$ cat src/rtl/spi_burst_pkg.sv
package spi_burst_pkg;
  localparam int CFG_W  = 12;
  localparam int F_EN   = 0;
  localparam int F_MST  = 1;
  localparam int F_CPHA = 2;
  localparam int F_CPOL = 3;
  localparam int F_ALOW = 4;
  localparam int F_LSB  = 5;
  localparam int F_GO   = 6;
  localparam int F_SEL  = 7;
  localparam int F_DISC = 9;
  localparam int F_MAN  = 10;
  localparam int F_LVL  = 11;

  typedef enum logic [1:0] {SEQ_IDLE, SEQ_FETCH, SEQ_RUN, SEQ_END} seq_state_t;
endpackage

$ cat src/rtl/spi_frame_shifter.sv
module spi_frame_shifter #(
  parameter int DATA_W = 8
) (
  input  logic              clk,
  input  logic              rst,
  input  logic              tick,
  input  logic              load,
  input  logic [DATA_W-1:0] load_byte,
  input  logic              cpol,
  input  logic              cpha,
  input  logic              lsb,
  input  logic              miso,
  output logic              sclk,
  output logic              mosi,
  output logic              active,
  output logic              frame_done,
  output logic [DATA_W-1:0] rx_byte
);
  localparam int K_W   = $clog2(DATA_W);
  localparam int E_W   = K_W + 1;
  localparam logic [K_W-1:0] K_MAX = K_W'(DATA_W - 1);
  localparam logic [E_W-1:0] E_LAST = E_W'(2 * DATA_W - 1);

  logic              active_q, sclk_q, mosi_q, done_q, cpha_q, lsb_q;
  logic [E_W-1:0]    edge_q;
  logic [DATA_W-1:0] tx_q, rx_q, rxo_q;

  logic              leading, sample_now;
  logic [K_W-1:0]    k, drive_k, drive_pos, rx_pos;
  logic [DATA_W-1:0] rx_next;

  always_comb begin
    k          = edge_q[E_W-1:1];
    leading    = ~edge_q[0];
    sample_now = tick & active_q & (cpha_q ? ~leading : leading);
    rx_pos     = lsb_q ? k : K_MAX - k;
    drive_k    = cpha_q ? k : k + 1'b1;
    drive_pos  = lsb_q ? drive_k : K_MAX - drive_k;
    rx_next    = rx_q;
    if (sample_now) rx_next[rx_pos] = miso;
  end

  always_ff @(posedge clk) begin
    if (rst) begin
      active_q <= 1'b0; sclk_q <= 1'b0; mosi_q <= 1'b0; done_q <= 1'b0;
      cpha_q <= 1'b0; lsb_q <= 1'b0; edge_q <= '0;
      tx_q <= '0; rx_q <= '0; rxo_q <= '0;
    end else begin
      done_q <= 1'b0;
      if (!active_q) begin
        sclk_q <= cpol;
        if (load) begin
          active_q <= 1'b1;
          edge_q   <= '0;
          tx_q     <= load_byte;
          rx_q     <= '0;
          cpha_q   <= cpha;
          lsb_q    <= lsb;
          mosi_q   <= cpha ? 1'b0 : load_byte[lsb ? K_W'(0) : K_MAX];
        end
      end else if (tick) begin
        sclk_q <= ~sclk_q;
        edge_q <= edge_q + 1'b1;
        rx_q   <= rx_next;
        if (cpha_q ? leading : (!leading && k != K_MAX))
          mosi_q <= tx_q[drive_pos];
        if (edge_q == E_LAST) begin
          active_q <= 1'b0;
          done_q   <= 1'b1;
          rxo_q    <= rx_next;
        end
      end
    end
  end

  assign sclk       = sclk_q;
  assign mosi       = mosi_q;
  assign active     = active_q;
  assign frame_done = done_q;
  assign rx_byte    = rxo_q;
endmodule

$ cat src/rtl/spi_cs_drive.sv
module spi_cs_drive #(
  parameter int NUM_CS = 4,
  parameter int SEL_W  = 2
) (
  input  logic             clk,
  input  logic             rst,
  input  logic             active_low,
  input  logic [SEL_W-1:0] sel,
  input  logic             manual,
  input  logic             level,
  input  logic             busy,
  output logic [NUM_CS-1:0] cs
);
  logic [NUM_CS-1:0] cs_q;

  for (genvar i = 0; i < NUM_CS; i++) begin : g_line
    logic picked;
    assign picked = (sel == SEL_W'(i));
    always_ff @(posedge clk) begin
      if (rst)           cs_q[i] <= 1'b0;
      else if (!picked)  cs_q[i] <= active_low;
      else if (manual)   cs_q[i] <= level;
      else               cs_q[i] <= busy ? ~active_low : active_low;
    end
  end

  assign cs = cs_q;
endmodule

$ cat src/rtl/spi_burst_engine.sv
module spi_burst_engine
  import spi_burst_pkg::*;
#(
  parameter int CNT_W  = 24,
  parameter int DATA_W = 8,
  parameter int NUM_CS = 4
) (
  input  logic              clk,
  input  logic              rst,
  input  logic [CFG_W-1:0]  cfg,
  input  logic              cfg_we,
  input  logic [CNT_W-1:0]  burst_len,
  input  logic [CNT_W-1:0]  tx_len,
  input  logic              sclk_tick,
  input  logic [DATA_W-1:0] txf_data,
  input  logic              txf_empty,
  output logic              txf_pop,
  output logic [DATA_W-1:0] rxf_data,
  output logic              rxf_push,
  input  logic              miso,
  output logic              sclk,
  output logic              mosi,
  output logic [NUM_CS-1:0] spi_cs,
  output logic              xch_busy,
  output logic              xfer_done
);
  localparam int SEL_W = (NUM_CS > 1) ? $clog2(NUM_CS) : 1;

  seq_state_t        state;
  logic [CNT_W-1:0]  burst_left, tx_left;
  logic              cpha_q, cpol_q, lsb_q, alow_q, man_q, lvl_q, disc_q;
  logic [SEL_W-1:0]  sel_q;
  logic              xch_q, pop_q, push_q, tc_q;
  logic [DATA_W-1:0] push_data_q;

  logic              start_req, need_tx, load;
  logic [DATA_W-1:0] load_byte;
  logic              sh_active, sh_done;
  logic [DATA_W-1:0] sh_rx;

  assign start_req = cfg_we & cfg[F_GO] & cfg[F_EN] & cfg[F_MST] & (state == SEQ_IDLE);
  assign need_tx   = (tx_left != '0);
  assign load      = (state == SEQ_FETCH) && (burst_left != '0) && (!need_tx || !txf_empty);
  assign load_byte = need_tx ? txf_data : '0;

  always_ff @(posedge clk) begin
    if (rst) begin
      state <= SEQ_IDLE; burst_left <= '0; tx_left <= '0;
      cpha_q <= 1'b0; cpol_q <= 1'b0; lsb_q <= 1'b0; alow_q <= 1'b0;
      man_q <= 1'b0; lvl_q <= 1'b0; disc_q <= 1'b0; sel_q <= '0;
      xch_q <= 1'b0; pop_q <= 1'b0; push_q <= 1'b0; tc_q <= 1'b0;
      push_data_q <= '0;
    end else begin
      pop_q  <= 1'b0;
      push_q <= 1'b0;
      tc_q   <= 1'b0;
      if (cfg_we && state == SEQ_IDLE) begin
        cpha_q <= cfg[F_CPHA]; cpol_q <= cfg[F_CPOL]; lsb_q <= cfg[F_LSB];
        alow_q <= cfg[F_ALOW]; man_q <= cfg[F_MAN];  lvl_q <= cfg[F_LVL];
        sel_q  <= cfg[F_SEL +: SEL_W];
      end
      unique case (state)
        SEQ_IDLE: if (start_req) begin
          burst_left <= burst_len;
          tx_left    <= tx_len;
          disc_q     <= cfg[F_DISC];
          xch_q      <= 1'b1;
          state      <= SEQ_FETCH;
        end
        SEQ_FETCH: begin
          if (burst_left == '0) state <= SEQ_END;
          else if (load) begin
            burst_left <= burst_left - 1'b1;
            if (need_tx) begin
              tx_left <= tx_left - 1'b1;
              pop_q   <= 1'b1;
            end
            state <= SEQ_RUN;
          end
        end
        SEQ_RUN: if (sh_done) begin
          push_q      <= ~disc_q;
          push_data_q <= sh_rx;
          state       <= SEQ_FETCH;
        end
        SEQ_END: begin
          tc_q  <= 1'b1;
          xch_q <= 1'b0;
          state <= SEQ_IDLE;
        end
        default: state <= SEQ_IDLE;
      endcase
    end
  end

  spi_frame_shifter #(.DATA_W(DATA_W)) u_shift (
    .clk(clk), .rst(rst), .tick(sclk_tick), .load(load), .load_byte(load_byte),
    .cpol(cpol_q), .cpha(cpha_q), .lsb(lsb_q), .miso(miso),
    .sclk(sclk), .mosi(mosi), .active(sh_active), .frame_done(sh_done), .rx_byte(sh_rx)
  );

  spi_cs_drive #(.NUM_CS(NUM_CS), .SEL_W(SEL_W)) u_cs (
    .clk(clk), .rst(rst), .active_low(alow_q), .sel(sel_q), .manual(man_q),
    .level(lvl_q), .busy(state != SEQ_IDLE || sh_active), .cs(spi_cs)
  );

  assign txf_pop   = pop_q;
  assign rxf_push  = push_q;
  assign rxf_data  = push_data_q;
  assign xch_busy  = xch_q;
  assign xfer_done = tc_q;
endmodule

$ cat config.mk
export PLATFORM = sky130hd
export DESIGN_NAME = spi_burst_engine
export DESIGN_NICKNAME = d
export VERILOG_FILES = /design/src/rtl/spi_burst_pkg.sv /design/src/rtl/spi_frame_shifter.sv /design/src/rtl/spi_cs_drive.sv /design/src/rtl/spi_burst_engine.sv
export SDC_FILE = /design/constraint.sdc
export NUM_CORES = 1
export LEC_CHECK = 0
export BUFFER_PORTS_ARGS = -buffer_cell sky130_fd_sc_hd__buf_2
export CORE_MARGIN = 5
export CORE_UTILIZATION = 48
export CTS_BUF_LIST = sky130_fd_sc_hd__clkbuf_4 sky130_fd_sc_hd__clkbuf_8 sky130_fd_sc_hd__clkbuf_16
export CTS_CLUSTER_SIZE = 16
export DETAILED_ROUTE_END_ITERATION = 6
export PLACE_DENSITY = 0.69
export SYNTH_ARGS = -nofsm -noshare
export SYNTH_HDL_FRONTEND = slang
export SYNTH_SLANG_ARGS = --single-unit
export TNS_END_PERCENT = 20
$ cat constraint.sdc
create_clock -name clk -period 3.05 [get_ports clk]
set_clock_uncertainty 0.2 [all_clocks]
set_input_delay 0.1525 -clock clk [delete_from_list [all_inputs] [get_ports clk]]
set_output_delay 0.1525 -clock clk [all_outputs]
set_load 0.005 [all_outputs]
Word level (Yosys, flattened, before mapping) --
Cells that the tools add are included.
Cells by class: $add $sub $neg 6, order comparisons 4, eq/ne operators 16, muxes and demuxes 57, bitwise logic cells 16, reductions and logical operators 31
Operators by type and width (number):
- two-way mux 24 bit | 7
- one-hot mux 24 bit (2 select lines) | 2
- nonzero test 24 bit | 2
- subtractor 24 x 1 -> 24 bit, second input constant | 2
- two-way mux 8 bit | 5
- two-way mux 1 bit | 26
- logical NOT 24 bit | 1
- less-than comparator 3 x 4 -> 1 bit, second input constant | 3
- two-way mux 3 bit | 4
- two-way mux 4 bit | 3
- inequality test 2 bit, second input constant | 6
- NOT 1 bit | 10
- AND reduction 2 bit | 5
- AND reduction 3 bit | 3
- bitwise mux 8 bit | 1
- == test 2 bit, second input constant | 4
- two-way mux 2 bit | 4
- one-hot mux 2 bit (4 select lines) | 1
- nonzero test 2 bit | 4
- AND 1 bit | 6
- binary-select mux 1 bit (select 3 bit) | 2
- OR reduction 3 bit | 2
- subtractor 3 bit, first input constant | 2
- logical AND 1 bit | 5
- 16 further kinds | 20
Word-level totals: flip-flop bits (word level) 109, input bits 74, output and inout port bits 18, logic and storage cells 160

Logic depth before layout (Yosys ltp) --
depth in word-level cells 10, mapped depth 10, mapped depth without buffers 8

Hierarchy --
Synthesis repeated with hierarchy kept, for this count alone.
Unflattened totals: cells, all modules 792, area, all modules 6103.4 sq um
By module, submodules not included:
- spi_burst_engine | instances 1, cells each 538, area an instance 4017.6 sq um, seq. area each 1421.4 sq um
- spi_frame_shifter | instances 1, cells each 234, area an instance 1906.8 sq um, seq. area each 680.7 sq um
- spi_cs_drive | instances 1, cells each 20, area an instance 178.9 sq um, seq. area each 80.1 sq um

Worst setup path after synthesis --
No wires, ideal clock.
kind reg-to-reg, start reg burst_left[0], end reg u_shift.mosi_q (netlist: u_shift.mosi), setup time 0.133 ns, arrival 2.104 ns, data required time 2.717 ns, setup slack 0.614 ns, cell stages (with the launch flop) 11, path buffers 2, period minus slack after synthesis 2.436 ns, cells stage by stage dfxtp_1 inv_1 ha_1 nor3b_2 nand3_1 clkbuf_1 nor3_1 or4_4 buf_6 a21oi_1 a211oi_2
Between the ends: cells in the longest elaborated chain, start to end 5
RTL lines:
- start, declared | line spi_burst_engine.sv:30 | logic [CNT_W-1:0] burst_left, tx_left;
- start signal, assigned | line spi_burst_engine.sv:64 | burst_left <= burst_len;
- start signal, assigned | line spi_burst_engine.sv:73 | burst_left <= burst_left - 1'b1;
- nonzero test 24 bit | line spi_burst_engine.sv:43 | assign load = (state == SEQ_FETCH) && (burst_left != '0) && (!need_tx || !txf_empty);
- logical AND 1 bit (2 in series) | line spi_burst_engine.sv:43
- nonzero test 2 bit (no line)
- AND reduction 3 bit (no line)
- end signal, assigned | line spi_frame_shifter.sv:59 | mosi_q <= cpha ? 1'b0 : load_byte[lsb ? K_W'(0) : K_MAX];
- end signal, assigned | line spi_frame_shifter.sv:66 | mosi_q <= tx_q[drive_pos];
- end, declared | line spi_frame_shifter.sv:24 | logic active_q, sclk_q, mosi_q, done_q, cpha_q, lsb_q;
No other way between the ends. A chain may end at the register's enable or synchronous reset.

Final worst setup path --
start reg tx_left[8], end reg burst_left[0]
Between the ends: cells in the longest elaborated chain, start to end 6
RTL lines:
- start, declared | line spi_burst_engine.sv:30
- start signal, assigned | line spi_burst_engine.sv:65 | tx_left <= tx_len;
- start signal, assigned | line spi_burst_engine.sv:75 | tx_left <= tx_left - 1'b1;
- nonzero test 24 bit | line spi_burst_engine.sv:42 | assign need_tx = (tx_left != '0);
- logical NOT 1 bit | line spi_burst_engine.sv:43
- logical OR 1 bit | line spi_burst_engine.sv:43
- logical AND 1 bit | line spi_burst_engine.sv:43
- inequality test 2 bit (no line)
- AND reduction 4 bit (no line)
No other way between the ends.

==> reports/metrics.cfg <==
[placed_design]
pre_cts_slack_ns = 0.282
place.gp.congestion = 0.842
dp_cells = 1060
dp_hpwl_um = 11600
port_buffers = 91

[power_and_ir_drop]
intPower_mw = 2.40
sw_frac_of_total = 0.297
power.net_switching_mw = 1.01
power.leakage_nw = 3.20
comb_power_share = 0.209
clockPowerShare = 0.352
pwr-share-seq = 0.439
peakVddDrop_uv = 312
power_density_nw_per_um2 = 438

[synth]
syn_area_um2 = 6250
syn_inst = 841
synth-seq-cells = 109
ys.flop_type = dfxtp_1
ys_async_sr_fraction = 0
synth_most_common_cell = nand2_1
synth_edf_count = 0
ys_seq_area_frac = 0.349
avgSynthCellArea_um2 = 7.44
syn_nets = 921
synthTopCellsByArea = dfxtp_1 35%, a21oi_1 7.0%, nand2_1 6.7%
yosysWarningCount = 0
synth_top_area_frac = 0.349
synth.distinct_cells = 67
synth_commonest_cells = 111 x nand2_1, 109 x dfxtp_1, 91 x nor2_1
yosysTopAreaCell = dfxtp_1

[finish]
fin_cells = 1139
fill_cells = 1227
syn_to_final_growth_pct = 24.5
drive_gt1_frac = 0.148
insertedDiodeCount = 0
final_nets = 1043

[clocking]
cts-root-buf = clkbuf_16
worstSkewPairLatency_ns = 0.36
cts.sinks = 109
cts_tree = yes
cts_max_level = 3
path_clk_slew_ns = 0.07
numCtsBuffers = 9
cts_setup_buffers = 0
cts.path.max_buffers = 2

[global_route]
grt_max_degree = 73
grt-ovfl-total = 0
grt_pass1_vias = 5993
track_usage = 0.229
grt_pass1_wl_um = 28600
antenna_found_initial = 0

[setup_path]
path_cells = or4_1 > nor2_8 > a31oi_4 > o21ai_1 > buf_4 > nand3_1 > a31oi_1
regToRegEndpoint = burst_left[0]
cpMaxStageDelayCell = or4_1
rr_startpoint = tx_left[8]
worstPathMaxFanout = 9
rr_worst_depth = 7
critPathMaxStageDelay_ns = 0.72
path_buf_inv = 1
cpLargestDelayFamily = simple AND/OR/NAND/NOR gates
crit_type = reg2reg
arrival_ns = 2.90
startpoint_type = flop
r2r_slack_ns = 0.24
endpoint_kind = flop
critical_path_required_ns = 3.13

[timing]
setup_slack_ns = 0.235
worst_pin_slew_ns = 0.756
finalSetupTns_ns = 0
hold_slack_ns = 0.0242
grt_setup_unrepaired = no
min_period_over_period = 0.923
slew_headroom = 0.492
setup_violations = 0
fmax_mhz = 355
period_minus_slack_ns = 2.81
finalHoldViolations = 0
report.final.slew_viol_count = 0

[floorplan]
pin_count = 92
core_um2 = 12700
fp.dieH_um = 124
dieArea_um2 = 15400
num_rows = 41
die_w_um = 124
start_util = 0.492

[route]
drtIter0Drc = 460
drt_wl_total_um = 17200
dr.pass1.iters = 5
viasPerCell = 5.68
post_drt_wl_per_cell_um = 15.1
via_count = 6472
drc = 0
ant_nets = 0

[worst_hold_path]
hold_depth = 4
worstHoldEndpoint = burst_left[22]
hold_path_class = in2reg
hp-start = burst_len[22]

[status]
status = complete, no violations

[run]
drv_cap = 0

-- layout by cell type, fill, tap and decap left out, types with 16 or more instances in the layout --
cell | Yosys | final
dlygate4sd3_1 | 0 | 64
mux2i_1 | 24 | 24
dfxtp_1 | 109 | 109
nor2_1 | 91 | 91
buf_2 | 5 | 90
nand3_1 | 24 | 24
o31ai_1 | 16 | 16
buf_4 | 4 | 21
and2_1 | 16 | 16
a21oi_1 | 88 | 88
nand2_1 | 111 | 111
o21ai_0 | 71 | 71
nor3_1 | 30 | 30
-- power by group through the flow --
stage / logic [mW] / clock network, mW / registers (mW)
finish: 0.714 / 1.20 / 1.50
global route: 0.792 / 1.27 / 1.50
CTS: 0.707 / 1.23 / 1.50
detailed placement: 0.642 / 0 / 1.53
global placement: 0.643 / 0 / 1.53
floorplan: 0.447 / 0 / 1.52
-- repair_timing --
| action | CTS | global route |
|---|---|---|
| resized for setup | 0 | 1 |
| hold buffers | 64 | 0 |
| hold endpoints to repair | 64 | 0 |
| endpoints found under the setup margin | 0 | 1 |
-- cell type report --
| cell class | instances | area [µm²] | share of cell area |
|---|---|---|---|
| Timing Repair Buffer | 177 | 1290 | 0.165 |
| Tap cell | 172 | 215 | 0.0276 |
| Clock inverter | 6 | 72.6 | 0.00932 |
| Inverter | 11 | 41.3 | 0.00530 |
| Sequential cell | 109 | 2180 | 0.280 |
| Clock buffer | 9 | 225 | 0.0289 |
| Multi-Input combinational cell | 655 | 3760 | 0.483 |
-- registers in the layout, indices dropped and copies added, names as in the netlist, 2 cells and up --
signal and cells:
sel_q 2, burst_left 24, rxf_data 8, u_shift.rx_q 8, u_shift.edge_q 4, u_shift.tx_q 8, tx_left 24, u_cs.cs 4
u_shift.rx_byte 8, state 2
-- metrics by stage --
step | util | cell area (µm²) | power, mW
after floorplan | - | 6250 | 1.97
after global placement | 0.538 | 6840 | 2.17
after detailed placement | 0.538 | 6840 | 2.17
after CTS | 0.612 | 7780 | 3.43
after global routing | 0.612 | 7790 | 3.57
final | 0.612 | 7790 | 3.41
-- worst reg2reg max path: stages, from the launching register on --
cell and delay (ns):
dfxtp_1 0.35, or4_1 0.72, nor2_8 0.17, a31oi_4 0.13, o21ai_1 0.62, buf_4 0.28, nand3_1 0.09, a31oi_1 0.17
-- worst max path at each step --
stage	endpoint	slack, ns	from	depth (start not counted)
floorplan	u_shift.mosi	0.61	burst_left[0]	10
global placement	burst_left[0]	0.34	tx_left[8]	7
detailed placement	burst_left[0]	0.28	tx_left[8]	7
CTS	burst_left[0]	0.25	tx_left[8]	7
global route	burst_left[0]	0.03	tx_left[8]	7
finish	burst_left[0]	0.24	tx_left[8]	7
-- per-layer routing --
metal  share of wire  vias to the layer above  track usage  wire [µm]
li1                -                     3280            -          -
met1            0.45                     3008        0.306       7810
met2            0.48                      159        0.374       8240
met3           0.044                       25       0.0445        754
met4           0.022                        0       0.0746        381
met5               0                        -            0          0
-- logic make-up (layout without fill, tap and decap cells) --
family / count (synthesis) / after routing / synth area share
buffers and inverters: 77 / 203 / 0.0522
AND/OR/NAND/NOR: 360 / 360 / 0.282
flip-flops: 109 / 109 / 0.349
adder cells (fa/ha/maj): 6 / 6 / 0.0120
AO/OA/AOI/OAI: 259 / 259 / 0.258
XOR/XNOR: 6 / 6 / 0.00840
multiplexers: 24 / 24 / 0.0384
(Power assumes the default switching activity.)
